--- src/rtl/dma_irq_pkg.sv ---
package dma_irq_pkg;
    localparam int NUM_CH     = 7;
    localparam int WORD_W     = 32;
    localparam int SCR_W      = 6;
    localparam int BERR_BIT   = 15;
    localparam int EN_LSB     = 16;
    localparam int GEN_BIT    = EN_LSB + NUM_CH;
    localparam int FLAG_LSB   = GEN_BIT + 1;
    localparam int MASTER_BIT = FLAG_LSB + NUM_CH;
    localparam int GAP_W      = BERR_BIT - SCR_W;

    typedef struct packed {
        logic [SCR_W-1:0]  scratch;
        logic              berr;
        logic [NUM_CH-1:0] en;
        logic              gen;
        logic [NUM_CH-1:0] flag;
    } irq_state_t;
endpackage

--- src/rtl/irq_cpu_write.sv ---
module irq_cpu_write
    import dma_irq_pkg::*;
(
    input  logic              wr_en,
    input  logic [WORD_W-1:0] wr_data,
    input  irq_state_t        cur_q,
    output irq_state_t        after_wr
);
    logic [NUM_CH-1:0] clr_mask;

    always_comb begin
        clr_mask = wr_en ? wr_data[FLAG_LSB +: NUM_CH] : '0;
        after_wr = cur_q;
        if (wr_en) begin
            after_wr.scratch = wr_data[SCR_W-1:0];
            after_wr.berr    = wr_data[BERR_BIT];
            after_wr.en      = wr_data[EN_LSB +: NUM_CH];
            after_wr.gen     = wr_data[GEN_BIT];
        end
        after_wr.flag = cur_q.flag & ~clr_mask;
    end
endmodule

--- src/rtl/irq_event_merge.sv ---
module irq_event_merge
    import dma_irq_pkg::*;
#(
    parameter int CH = NUM_CH
) (
    input  logic [CH-1:0] done_i,
    input  logic [CH-1:0] berr_i,
    input  logic [CH-1:0] en_q,
    input  logic          gen_q,
    output logic [CH-1:0] flag_set,
    output logic          berr_set
);
    for (genvar i = 0; i < CH; i++) begin : g_ch
        assign flag_set[i] = berr_i[i] | (done_i[i] & en_q[i] & gen_q);
    end
    assign berr_set = |berr_i;
endmodule

--- src/rtl/irq_readout.sv ---
module irq_readout
    import dma_irq_pkg::*;
(
    input  irq_state_t        st_q,
    output logic [WORD_W-1:0] word,
    output logic              master
);
    always_comb begin
        master = st_q.berr | (st_q.gen & (|st_q.flag));
        word   = {master, st_q.flag, st_q.gen, st_q.en, st_q.berr,
                  {GAP_W{1'b0}}, st_q.scratch};
    end
endmodule

--- src/rtl/dma_irq_word.sv ---
module dma_irq_word
    import dma_irq_pkg::*;
(
    input  logic              clk,
    input  logic              rst_n,
    input  logic              wr_en,
    input  logic [WORD_W-1:0] wr_data,
    input  logic [NUM_CH-1:0] done_i,
    input  logic [NUM_CH-1:0] berr_i,
    output logic [WORD_W-1:0] rd_data,
    output logic              irq
);
    irq_state_t        state_q, state_d, after_wr;
    logic [NUM_CH-1:0] flag_set;
    logic              berr_set;
    logic              master;

    irq_cpu_write u_wr (
        .wr_en   (wr_en),
        .wr_data (wr_data),
        .cur_q   (state_q),
        .after_wr(after_wr)
    );

    irq_event_merge #(.CH(NUM_CH)) u_ev (
        .done_i  (done_i),
        .berr_i  (berr_i),
        .en_q    (state_q.en),
        .gen_q   (state_q.gen),
        .flag_set(flag_set),
        .berr_set(berr_set)
    );

    irq_readout u_rd (
        .st_q  (state_q),
        .word  (rd_data),
        .master(master)
    );

    // hardware sets are applied after the CPU write so they win
    always_comb begin
        state_d      = after_wr;
        state_d.flag = after_wr.flag | flag_set;
        state_d.berr = after_wr.berr | berr_set;
    end

    always_ff @(posedge clk) begin
        if (!rst_n) state_q <= '0;
        else        state_q <= state_d;
    end

    assign irq = master;

    a_r2_write_loads: assert property (@(posedge clk) disable iff (!rst_n)
        wr_en |=> (rd_data[GEN_BIT:EN_LSB] == $past(wr_data[GEN_BIT:EN_LSB]))
               && (rd_data[SCR_W-1:0] == $past(wr_data[SCR_W-1:0])));

    a_r2_gap_zero: assert property (@(posedge clk) disable iff (!rst_n)
        rd_data[BERR_BIT-1:SCR_W] == '0);

    a_r5_berr_bit: assert property (@(posedge clk) disable iff (!rst_n)
        (|berr_i) |=> rd_data[BERR_BIT]);

    a_r7_irq_level: assert property (@(posedge clk) disable iff (!rst_n)
        irq == rd_data[MASTER_BIT]);

    for (genvar i = 0; i < NUM_CH; i++) begin : g_chk
        a_r4_done_sets: assert property (@(posedge clk) disable iff (!rst_n)
            (done_i[i] && rd_data[EN_LSB+i] && rd_data[GEN_BIT]) |=> rd_data[FLAG_LSB+i]);

        a_r4_no_spurious: assert property (@(posedge clk) disable iff (!rst_n)
            $rose(rd_data[FLAG_LSB+i]) |->
                $past(berr_i[i] || (done_i[i] && rd_data[EN_LSB+i] && rd_data[GEN_BIT])));

        a_r5_berr_flag: assert property (@(posedge clk) disable iff (!rst_n)
            berr_i[i] |=> rd_data[FLAG_LSB+i]);

        a_r3_clear: assert property (@(posedge clk) disable iff (!rst_n)
            (wr_en && wr_data[FLAG_LSB+i] && !berr_i[i]
                && !(done_i[i] && rd_data[EN_LSB+i] && rd_data[GEN_BIT]))
            |=> !rd_data[FLAG_LSB+i]);
    end
endmodule

--- config.mk ---
export PLATFORM = sky130hd
export DESIGN_NAME = dma_irq_word
export DESIGN_NICKNAME = d
export VERILOG_FILES = /design/src/rtl/dma_irq_pkg.sv /design/src/rtl/irq_cpu_write.sv /design/src/rtl/irq_event_merge.sv /design/src/rtl/irq_readout.sv /design/src/rtl/dma_irq_word.sv
export SDC_FILE = /design/constraint.sdc
export NUM_CORES = 1
export LEC_CHECK = 0
export ABC_AREA = 0
export BUFFER_PORTS_ARGS = -buffer_cell sky130_fd_sc_hd__buf_4
export CAP_MARGIN = 40
export CORE_ASPECT_RATIO = 0.8
export CORE_MARGIN = 5
export CORE_UTILIZATION = 37
export CTS_CLUSTER_DIAMETER = 50
export CTS_CLUSTER_SIZE = 40
export DETAILED_ROUTE_END_ITERATION = 10
export HOLD_SLACK_MARGIN = 0.06
export PLACE_DENSITY = 0.8
export SLEW_MARGIN = 20
export SYNTH_ARGS = -nofsm -noshare
export SYNTH_HDL_FRONTEND = slang
export SYNTH_SLANG_ARGS = --single-unit
--- constraint.sdc ---
create_clock -name clk -period 1.2 [get_ports clk]
set_input_delay 0.06 -clock clk [delete_from_list [all_inputs] [get_ports clk]]
set_output_delay 0.06 -clock clk [all_outputs]
set_load 0.05 [all_outputs]
Word-level counts from Yosys, hierarchy flattened:

Index checks and enable logic that the tools add are counted.

* mux-type cells: 2
* bitwise operators: 27
* reduce and logical (&&, ||, !) cells: 2

Operators by type and width (count)
* bitwise AND 1 bit: 15
* OR reduction 7 bit: 2
* two-way mux 9 bit: 1
* OR 1 bit: 9
* bitwise AND 7 bit: 1
* two-way mux 7 bit: 1
* inverter 7 bit: 1
* OR 7 bit: 1

* bits in registers: 22
* input bits: 49
* output and inout port bits: 33
* word-level logic and storage cells: 36

Longest topological paths before layout:

Gate-level depths: netlist of the first run.

* depth in word-level cells: 4
* gate-level depth with buffers: 4
* depth with buffers taken out: 3

By module:

From an unflattened synthesis of the first run, not the netlist that was laid out.

* cell total of the unflattened synthesis: 117
* area total of the unflattened synthesis: 1186.1 um2

By module, submodules not included
* dma_irq_word: instances 1, cells an instance 46, area each 600.6 um2, sequential area each 440.4 um2
* irq_readout: instances 1, cells an instance 37, area each 265.3 um2, sequential area each 0.0 um2
* irq_cpu_write: instances 1, cells an instance 24, area each 244.0 um2, sequential area each 0.0 um2
* irq_event_merge: instances 1, cells an instance 10, area each 76.3 um2, sequential area each 0.0 um2

Worst setup path before layout of the first run:

No wires, ideal clock.

* path type: reg-to-output
* from: register state_q[4] (netlist name)
* to: output port rd_data[31]
* arrival: 1.500 ns
* data required time: 1.140 ns
* slack: -0.360 ns
* stages on the path, launching flop included: 5
* path buffers: 1
* path through: dfxtp_1 -> nor3_1 -> nand2_1 -> a21o_1 -> buf_4

* longest elaborated chain between the ends: 3

Ends and longest elaborated chain
* start: declaration: line dma_irq_word.sv:13 `irq_state_t state_q, state_d, after_wr;`
* start signal: assignment: line dma_irq_word.sv:49 `else state_q <= state_d;`
* OR reduction 7 bit: line irq_readout.sv:9 `master = st_q.berr | (st_q.gen & (|st_q.flag));`
* bitwise AND 1 bit: line irq_readout.sv:9
* OR 1 bit: line irq_readout.sv:9
* end: declaration: line dma_irq_word.sv:10 `output logic [WORD_W-1:0] rd_data,`

No other way between the ends.

Worst setup path in the final report of the first run:

* from: register state_q[0] (netlist name)
* to: output port irq

* longest elaborated chain between the ends: 3

Ends and longest elaborated chain
* OR reduction 7 bit: line irq_readout.sv:9
* bitwise AND 1 bit: line irq_readout.sv:9
* OR 1 bit: line irq_readout.sv:9
* end: declaration: line dma_irq_word.sv:11 `output logic irq`

No other way between the ends.

==> results of run 1 <==
## synthesized netlist by cell type (all sizes together)
library cell | instances | share of area
a21o | 1 | 0.0080
a21oi | 14 | 0.075
a31oi | 1 | 0.0067
buf | 14 | 0.12
clkbuf | 2 | 0.0080
conb | 1 | 0.0040
dfxtp | 22 | 0.47
inv | 1 | 0.0040
mux2i | 15 | 0.16
nand2 | 8 | 0.032
nand3 | 7 | 0.037
nor2 | 14 | 0.056
nor3 | 2 | 0.011
nor4 | 2 | 0.013
## kinds of logic (layout without fill, tap and decap cells)
logic type,count (synthesis),count (layout)
simple gates,33,33
flops,22,22
buf+inv,17,100
compound gates,16,16
mux,15,15
other cells,1,10
## cell type report
cell class	count	area (um2)	share of cell area
antenna	1	2.502	0.001404
clock buffer	3	22.52	0.01264
clock inverter	1	30.03	0.01685
inverter	1	3.754	0.002107
multi-input combinational	73	430.4	0.2416
sequential	22	454.2	0.2549
tap	36	45.04	0.02528
timing repair buffer	95	793.3	0.4452
## worst paths after layout
path	end	cells past startpoint	from	slack [ns]
max reg2reg	state_q[4]	3	state_q[7]	0.30
min	state_q[6]	4	wr_data[30]	0.08
max	irq	4	state_q[0]	-0.30
min reg2reg	state_q[5]	2	state_q[13]	0.49
## cells in the final DEF (no fill, tap or decap)
cell / instances
sky130_fd_sc_hd__a31oi_1: 1
sky130_fd_sc_hd__a21oi_1: 14
sky130_fd_sc_hd__dfxtp_2: 5
sky130_fd_sc_hd__inv_1: 1
sky130_fd_sc_hd__a21o_4: 1
sky130_fd_sc_hd__diode_2: 1
sky130_fd_sc_hd__mux2i_1: 15
sky130_fd_sc_hd__clkbuf_4: 3
sky130_fd_sc_hd__buf_4: 64
sky130_fd_sc_hd__dlygate4sd3_1: 29
sky130_fd_sc_hd__conb_1: 9
sky130_fd_sc_hd__nand3_1: 7
sky130_fd_sc_hd__nor2_1: 14
sky130_fd_sc_hd__dfxtp_4: 2
sky130_fd_sc_hd__nor4_1: 1
sky130_fd_sc_hd__nor3_1: 2
sky130_fd_sc_hd__bufinv_16: 1
sky130_fd_sc_hd__nor4_4: 1
sky130_fd_sc_hd__nand2_1: 8
sky130_fd_sc_hd__dfxtp_1: 15
sky130_fd_sc_hd__buf_6: 2
## per-stage QoR
step                      instances  hold WS, ns  utilization  worst slack, ns  power, uW
after floorplan                 112       0.2072            -         -0.03981       1207
after global placement          196       0.2929       0.5727          0.03170       1367
after detailed placement        196       0.3009       0.5727          0.03283       1378
after CTS                       231      0.07326       0.7249          -0.2673       2042
after global routing            231      0.09942       0.7285          -0.3809       2133
final                           232      0.08188       0.7295          -0.2970       2045
## power by group through the flow
stage,registers (uW),clock network (uW),logic [uW]
after floorplan,980,0,227
after global placement,825,0,541
after detailed placement,829,0,549
after CTS,813,589,640
after global routing,827,625,681
final,820,578,647
## tightest hold or removal path: stages
cell,delay (ns)
sky130_fd_sc_hd__buf_4,0.08
sky130_fd_sc_hd__nand2_1,0.05
sky130_fd_sc_hd__a21oi_1,0.13
sky130_fd_sc_hd__a21oi_1,0.07
## timing repair
action,CTS,global route
pin swaps,1,1
cloned,0,0
resized for setup,3,1
hold buffers,29,0
buffers inserted,2,0
hold endpoints to repair,22,0
setup endpoints to repair,2,2
## per-layer routing
layer | vias up | track usage | wire length [um]
met5 | - | 0 | 0
met3 | 11 | 0.02828 | 147
met4 | 0 | 0.1250 | 102
met1 | 510 | 0.1832 | 1202
met2 | 35 | 0.3904 | 1971
li1 | 517 | - | -
==> impl_metrics.yaml, run 1 <==
outcome:
  outcome: "finished with violations"
  violations: "setup timing"
floorplan:
  die_y_um: 55.08
  die-area_um2: 3654
  initial_core_util: 0.3847
  rows: 16
  core_area_um2: 2442
  design.portCount: 82
  chipWidth_um: 66.34
timing:
  layout_setup_ws_ns: -0.2970
  finalCritPeriodShare: 1.248
  setup-tns-final_ns: -0.5939
  clock.fmax_mhz: 668.0
  finalHoldViolCount: 0
  final_setup_violation_count: 2
  layout_min_cycle_time_ns: 1.497
  rsz0062_at_grt: "true"
  slew_violations: 0
  final.setup_skew_ns: 0.01051
final_layout:
  postLayoutCellArea_um2: 1782
  fin_nets: 245
  largest_regs: "state_q: 22 flops"
  post_route_cells_drive_above_1_share: 0.4051
  layout_area_overhead_pct: 89.61
  total_of_fill_cells_in_the_finished_design: 185
  registers.top_by_ff_count: "state_q"
  flip_flop_count_of_the_largest_register_all_copies_and_words_added: 22
yosys:
  synth_area_um2: 939.7
  share_of_the_synthesized_area_in_compound_gates_ao_oa_aoi_oai: 0.08921
  synth-warning-count: 0
  multiplexer_fraction_of_the_synthesized_cell_area: 0.1598
  syn_avg_cell_area_um2: 9.035
  synth.ff_latch_count: 22
  post_synthesis_cell_count: 104
  synth_seq_area_share: 0.4687
  number_of_distinct_library_cell_variants_in_the_gate_level_netlist_after_synthesis: 16
  post_synth_and_or_nand_nor_area_fraction: 0.1491
  synth_top_family_by_area: "multiplexers"
  post_synth_fa_ha_maj_area_fraction: 0
  synth-xor-area-share: 0
worst_setup_path:
  timing.critical_path.from_type: "register"
  critPathSlowestCell: "sky130_fd_sc_hd__dfxtp_4"
  path_delay_family: "flip-flops"
  worst_path_fanout_max: 2
  critical_path_arrival_ns: 1.44
  critical_path.max_stage_delay_ns: 0.38
  cp-end-kind: "primary output"
  cp.buffers_inverters: 1
  worst-setup-path-type: "register to primary output"
  worst-endpoint-required_ns: 1.14
  ordered_list_of_cells_on_the_worst_path: "nor4_4, nand2_1, a21o_4, buf_6"
run:
  max_cap_violations: 0
route:
  post_drt_antenna_nets: 0
  drc_errors: 0
  detailedRoute.firstPassIterationCount: 4
  detail_route.wirelength_um: 3422
  routed_wire_length_per_instance_um: 14.75
  route.detailed.vias_per_inst: 4.625
  initialDrtViolationCount: 22
  route.vias.total: 1073
power_and_ir_drop:
  seq_power_share: 0.401
  leakagePower_uw: 0.0008644
  power_per_cell_area_nw_per_um2: 1148
  power.clock.fraction: 0.282
  power_frac_comb: 0.316
  p_sw_frac: 0.3219
  irDropWorstVdd_mv: 0.5024
  power.switching_uw: 658.4
  internal-power_uw: 1387
place:
  postPlaceCellArea_um2: 1399
  io_buffers: 62
  dp_hpwl_um: 2179
  routabilityCongestion: 0.7488
clocking:
  cts_inserted_buffers: 3
  ctsLongestPathBuffers: 2
  clock_tree.root_cell: "sky130_fd_sc_hd__clkbuf_4"
  clk_latency_ns: 0.32
  cts.reportedPaths.clkPinSlew_ns: 0.13
  htree_num_levels: 1
  tritoncts: "yes"
  cts.sinks: 22
grt:
  pin_count_of_the_biggest_net_entering_global_routing: 23
  initial_antenna_violation_count: 0
  grt-ovfl-total: 0
  grt.total_usage: 0.1920
  first_global_vias: 1122
  grt_first_pass_wirelength_um: 5092
min_path:
  worst_min_delay_path_class: "input port to register"
Power figures use the tool's default switching activity.
==> run 2, diff against run 1 <==
--- a/config.mk
+++ b/config.mk
@@ -10,13 +10,14 @@
 export CAP_MARGIN = 40
 export CORE_ASPECT_RATIO = 0.8
 export CORE_MARGIN = 5
-export CORE_UTILIZATION = 37
+export CORE_UTILIZATION = 41
 export CTS_CLUSTER_DIAMETER = 50
 export CTS_CLUSTER_SIZE = 40
 export DETAILED_ROUTE_END_ITERATION = 10
 export HOLD_SLACK_MARGIN = 0.06
-export PLACE_DENSITY = 0.8
+export PLACE_DENSITY = 0.81
 export SLEW_MARGIN = 20
 export SYNTH_ARGS = -nofsm -noshare
 export SYNTH_HDL_FRONTEND = slang
+export SYNTH_HIERARCHICAL = 1
 export SYNTH_SLANG_ARGS = --single-unit
==> run 2 against run 1 <==
Net effect: the run still ends with setup timing left; via count is 13% lower; cell area is 7.8% lower; clock power shrank 31%; clock skew shrank 0.010 ns; critical path depth is 1 lower; critical path type unchanged; first-iteration DRC count decreased by 32%; utilization is 14 points lower.
==> impl_metrics.yaml, run 2 <==
place:
  dp_hpwl_um: 2127
  post-place-cells: 189
  postPlaceCellArea_um2: 1478
  io_buffers: 62
  routabilityCongestion: 0.8365
yosys:
  share_of_the_synthesized_area_in_compound_gates_ao_oa_aoi_oai: 0.1508
  multiplexer_fraction_of_the_synthesized_cell_area: 0.1424
  synth.ff_latch_count: 22
  post_synth_fa_ha_maj_area_fraction: 0
  synth_top_family_by_area: "buffers and inverters"
  syn_avg_cell_area_um2: 10.14
  synth_area_um2: 1186
  dominantRegCellSynth: "sky130_fd_sc_hd__dfxtp_1"
  synth_top_cells_by_area: "sky130_fd_sc_hd__dfxtp_1, sky130_fd_sc_hd__buf_4, sky130_fd_sc_hd__mux2_2, sky130_fd_sc_hd__and2_1, sky130_fd_sc_hd__a31o_2"
  synth-warning-count: 6
  synth-async-reset-ratio: 0
  synth_common_cells: "sky130_fd_sc_hd__buf_4, sky130_fd_sc_hd__dfxtp_1, sky130_fd_sc_hd__mux2_2, sky130_fd_sc_hd__and2_1, sky130_fd_sc_hd__o21a_1"
  count_of_flip_flops_with_a_built_in_enable_after_synthesis: 0
  synth-xor-area-share: 0
  synth_area_leader_cell: "sky130_fd_sc_hd__dfxtp_1"
  post-synth-top-area-fraction: 0.3713
  post_synth_and_or_nand_nor_area_fraction: 0.1002
  number_of_distinct_library_cell_variants_in_the_gate_level_netlist_after_synthesis: 15
  synth_seq_area_share: 0.3713
  post_synthesis_cell_count: 117
  yosysMostFrequentCell: "sky130_fd_sc_hd__buf_4"
final_layout:
  flip_flop_count_of_the_largest_register_all_copies_and_words_added: 22
  layout_area_overhead_pct: 38.50
  most_common_cell_after_layout_fill_and_taps_aside: "sky130_fd_sc_hd__buf_4"
  fin_nets: 215
  num_antenna_cells: 0
  postLayoutCellArea_um2: 1643
  layout.cells.non_filler: 203
  post_route_cells_drive_above_1_share: 0.5939
  mostFrequentLayoutCells: "sky130_fd_sc_hd__buf_4, sky130_fd_sc_hd__dfxtp_1, sky130_fd_sc_hd__mux2_2"
  registers.top_by_ff_count: "state_q"
  largest_regs: "state_q: 22 flops"
clocking:
  tritoncts: "yes"
  cts.sinks: 22
  ctsLongestPathBuffers: 2
  clock_tree.root_cell: "sky130_fd_sc_hd__clkbuf_4"
  htree_num_levels: 1
  cts.reportedPaths.clkPinSlew_ns: 0.12
  clk_latency_ns: 0.30
  cts_inserted_buffers: 3
timing:
  final_setup_violation_count: 2
  clock.fmax_mhz: 746.5
  final.setup_skew_ns: 0.0005139
  layout_min_cycle_time_ns: 1.340
  rsz0062_at_grt: "true"
  layout_setup_ws_ns: -0.1395
  finalHoldViolCount: 0
  hold-worst-slack_ns: 0.07498
  slew_violations: 0
  finalCritPeriodShare: 1.116
min_path:
  min-delay-start: "berr_i[3]"
  worst_min_delay_path_class: "input port to register"
  worstHoldPathCells: 4
  whs_endpoint: "state_q[15]"
worst_setup_path:
  rr_worst_depth: 3
  worst_r2r_endpoint: "state_q[15]"
  critical_path_arrival_ns: 1.28
  cp-end-kind: "primary output"
  timing.critical_path.from_type: "register"
  worst-setup-path-type: "register to primary output"
  critical_path.max_stage_delay_ns: 0.36
  ordered_list_of_cells_on_the_worst_path: "nor4_4, a21oi_4, buf_6"
  worst_path_fanout_max: 3
  critPathSlowestCell: "sky130_fd_sc_hd__dfxtp_2"
  r2r_start: "state_q[15]"
  setup.reg_to_reg.worst_slack_ns: 0.19
  worst-endpoint-required_ns: 1.14
grt:
  grt_util_met3: 0.07452
  use_met2: 0.2382
  first_global_vias: 949
  grt.met1_usage: 0.1366
  grt_first_pass_wirelength_um: 4222
  globalRoute.busiestLayer: "met2"
  grt-ovfl-total: 0
  initial_antenna_violation_count: 0
  pin_count_of_the_biggest_net_entering_global_routing: 23
  grt.total_usage: 0.1321
route:
  detailedRoute.firstPassIterationCount: 4
  routed_wire_length_per_instance_um: 13.98
  detail_route.wirelength_um: 2837
  initialDrtViolationCount: 15
  post_drt_antenna_nets: 0
  drc_errors: 0
  route.vias.total: 932
  route.detailed.vias_per_inst: 4.591
outcome:
  violations: "setup timing"
  outcome: "finished with violations"
floorplan:
  die_y_um: 58.11
  die-area_um2: 4076
  chipWidth_um: 70.14
  design.portCount: 82
  initial_core_util: 0.4290
  core_area_um2: 2765
  rows: 17
power_and_ir_drop:
  power_per_cell_area_nw_per_um2: 1116
  irDropWorstVdd_mv: 0.7786
  leakagePower_uw: 0.0007602
run:
  max_cap_violations: 0
## run 2: changes by cell type in the layout (fill, tap and decap cells not counted), moves of 13 or more
cell / previous run / this run
sky130_fd_sc_hd__dlygate4sd3_1: 29 / 8
sky130_fd_sc_hd__a21oi_1: 14 / 0
sky130_fd_sc_hd__mux2_2: 0 / 15
sky130_fd_sc_hd__nor2_1: 14 / 1
sky130_fd_sc_hd__and2_1: 0 / 14
sky130_fd_sc_hd__mux2i_1: 15 / 0
## run 2: layer usage
layer | wire length, um | vias up | part of all wire
li1 | - | 459 | -
met1 | 1081 | 424 | 0.38
met2 | 1405 | 47 | 0.50
met3 | 340 | 2 | 0.12
met4 | 10 | 0 | 0.0035
met5 | 0 | - | 0
## run 2: kinds of logic after synthesis
group,after synthesis
compound gates,23
buf+inv,36
flops,22
mux,15
other cells,1
simple gates,20
## run 2: what timing repair did
item                                   CTS  global route
setup buffers                            2             0
endpoints found under the hold margin    4             4
pin swaps                                3             1
setup endpoints to repair                3             2
cloned                                   0             0
hold buffers                             4             4
gates resized for setup                  9             1
## run 2: layout make-up
class,count,area (um2)
well taps,38,47.55
flip-flops and latches,22,449.2
clock buffers,4,36.28
fillers,236,1122
multi-input cells,67,541.8
repair buffers,72,568.0
## run 2: through the flow
step / TNS [ns] / setup slack (ns) / power, uW / util
after global routing: -0.3671 / -0.1837 / 1934 / 0.5941
after floorplan: 0 / 0.03613 / 1300 / -
after detailed placement: 0 / 0.1264 / 1408 / 0.5344
final: -0.2785 / -0.1395 / 1833 / 0.5941
after CTS: -0.2632 / -0.1321 / 1842 / 0.5792
after global placement: 0 / 0.1380 / 1396 / 0.5344
## run 2: worst max path at each step
| stage | startpoint | to | slack [ns] | cells after the start |
|---|---|---|---|---|
| 5_1_grt | state_q[2] | irq | -0.18 | 3 |
| 4_1_cts | state_q[2] | irq | -0.13 | 3 |
| 3_5_place_dp | state_q[7] | irq | 0.13 | 3 |
| 2_1_floorplan | state_q[7] | rd_data[31] | 0.04 | 3 |
| 3_3_place_gp | state_q[4] | irq | 0.14 | 3 |
| 6_report | state_q[0] | irq | -0.14 | 3 |
## run 2: power by group
| part | internal, uW | switching (uW) |
|---|---|---|
| Sequential | 779 | 46.2 |
| Combinational | 258 | 350 |
| Clock | 185 | 215 |
| Total | 1220 | 611 |
## run 2: critical path: cells and delay by family, from the launching register on
kind / cells / cell delay (ns)
AOI/OAI and AO/OA: 1 / 0.11
DFF: 1 / 0.36
and+or+nand+nor: 1 / 0.34
buffers and inverters: 1 / 0.17
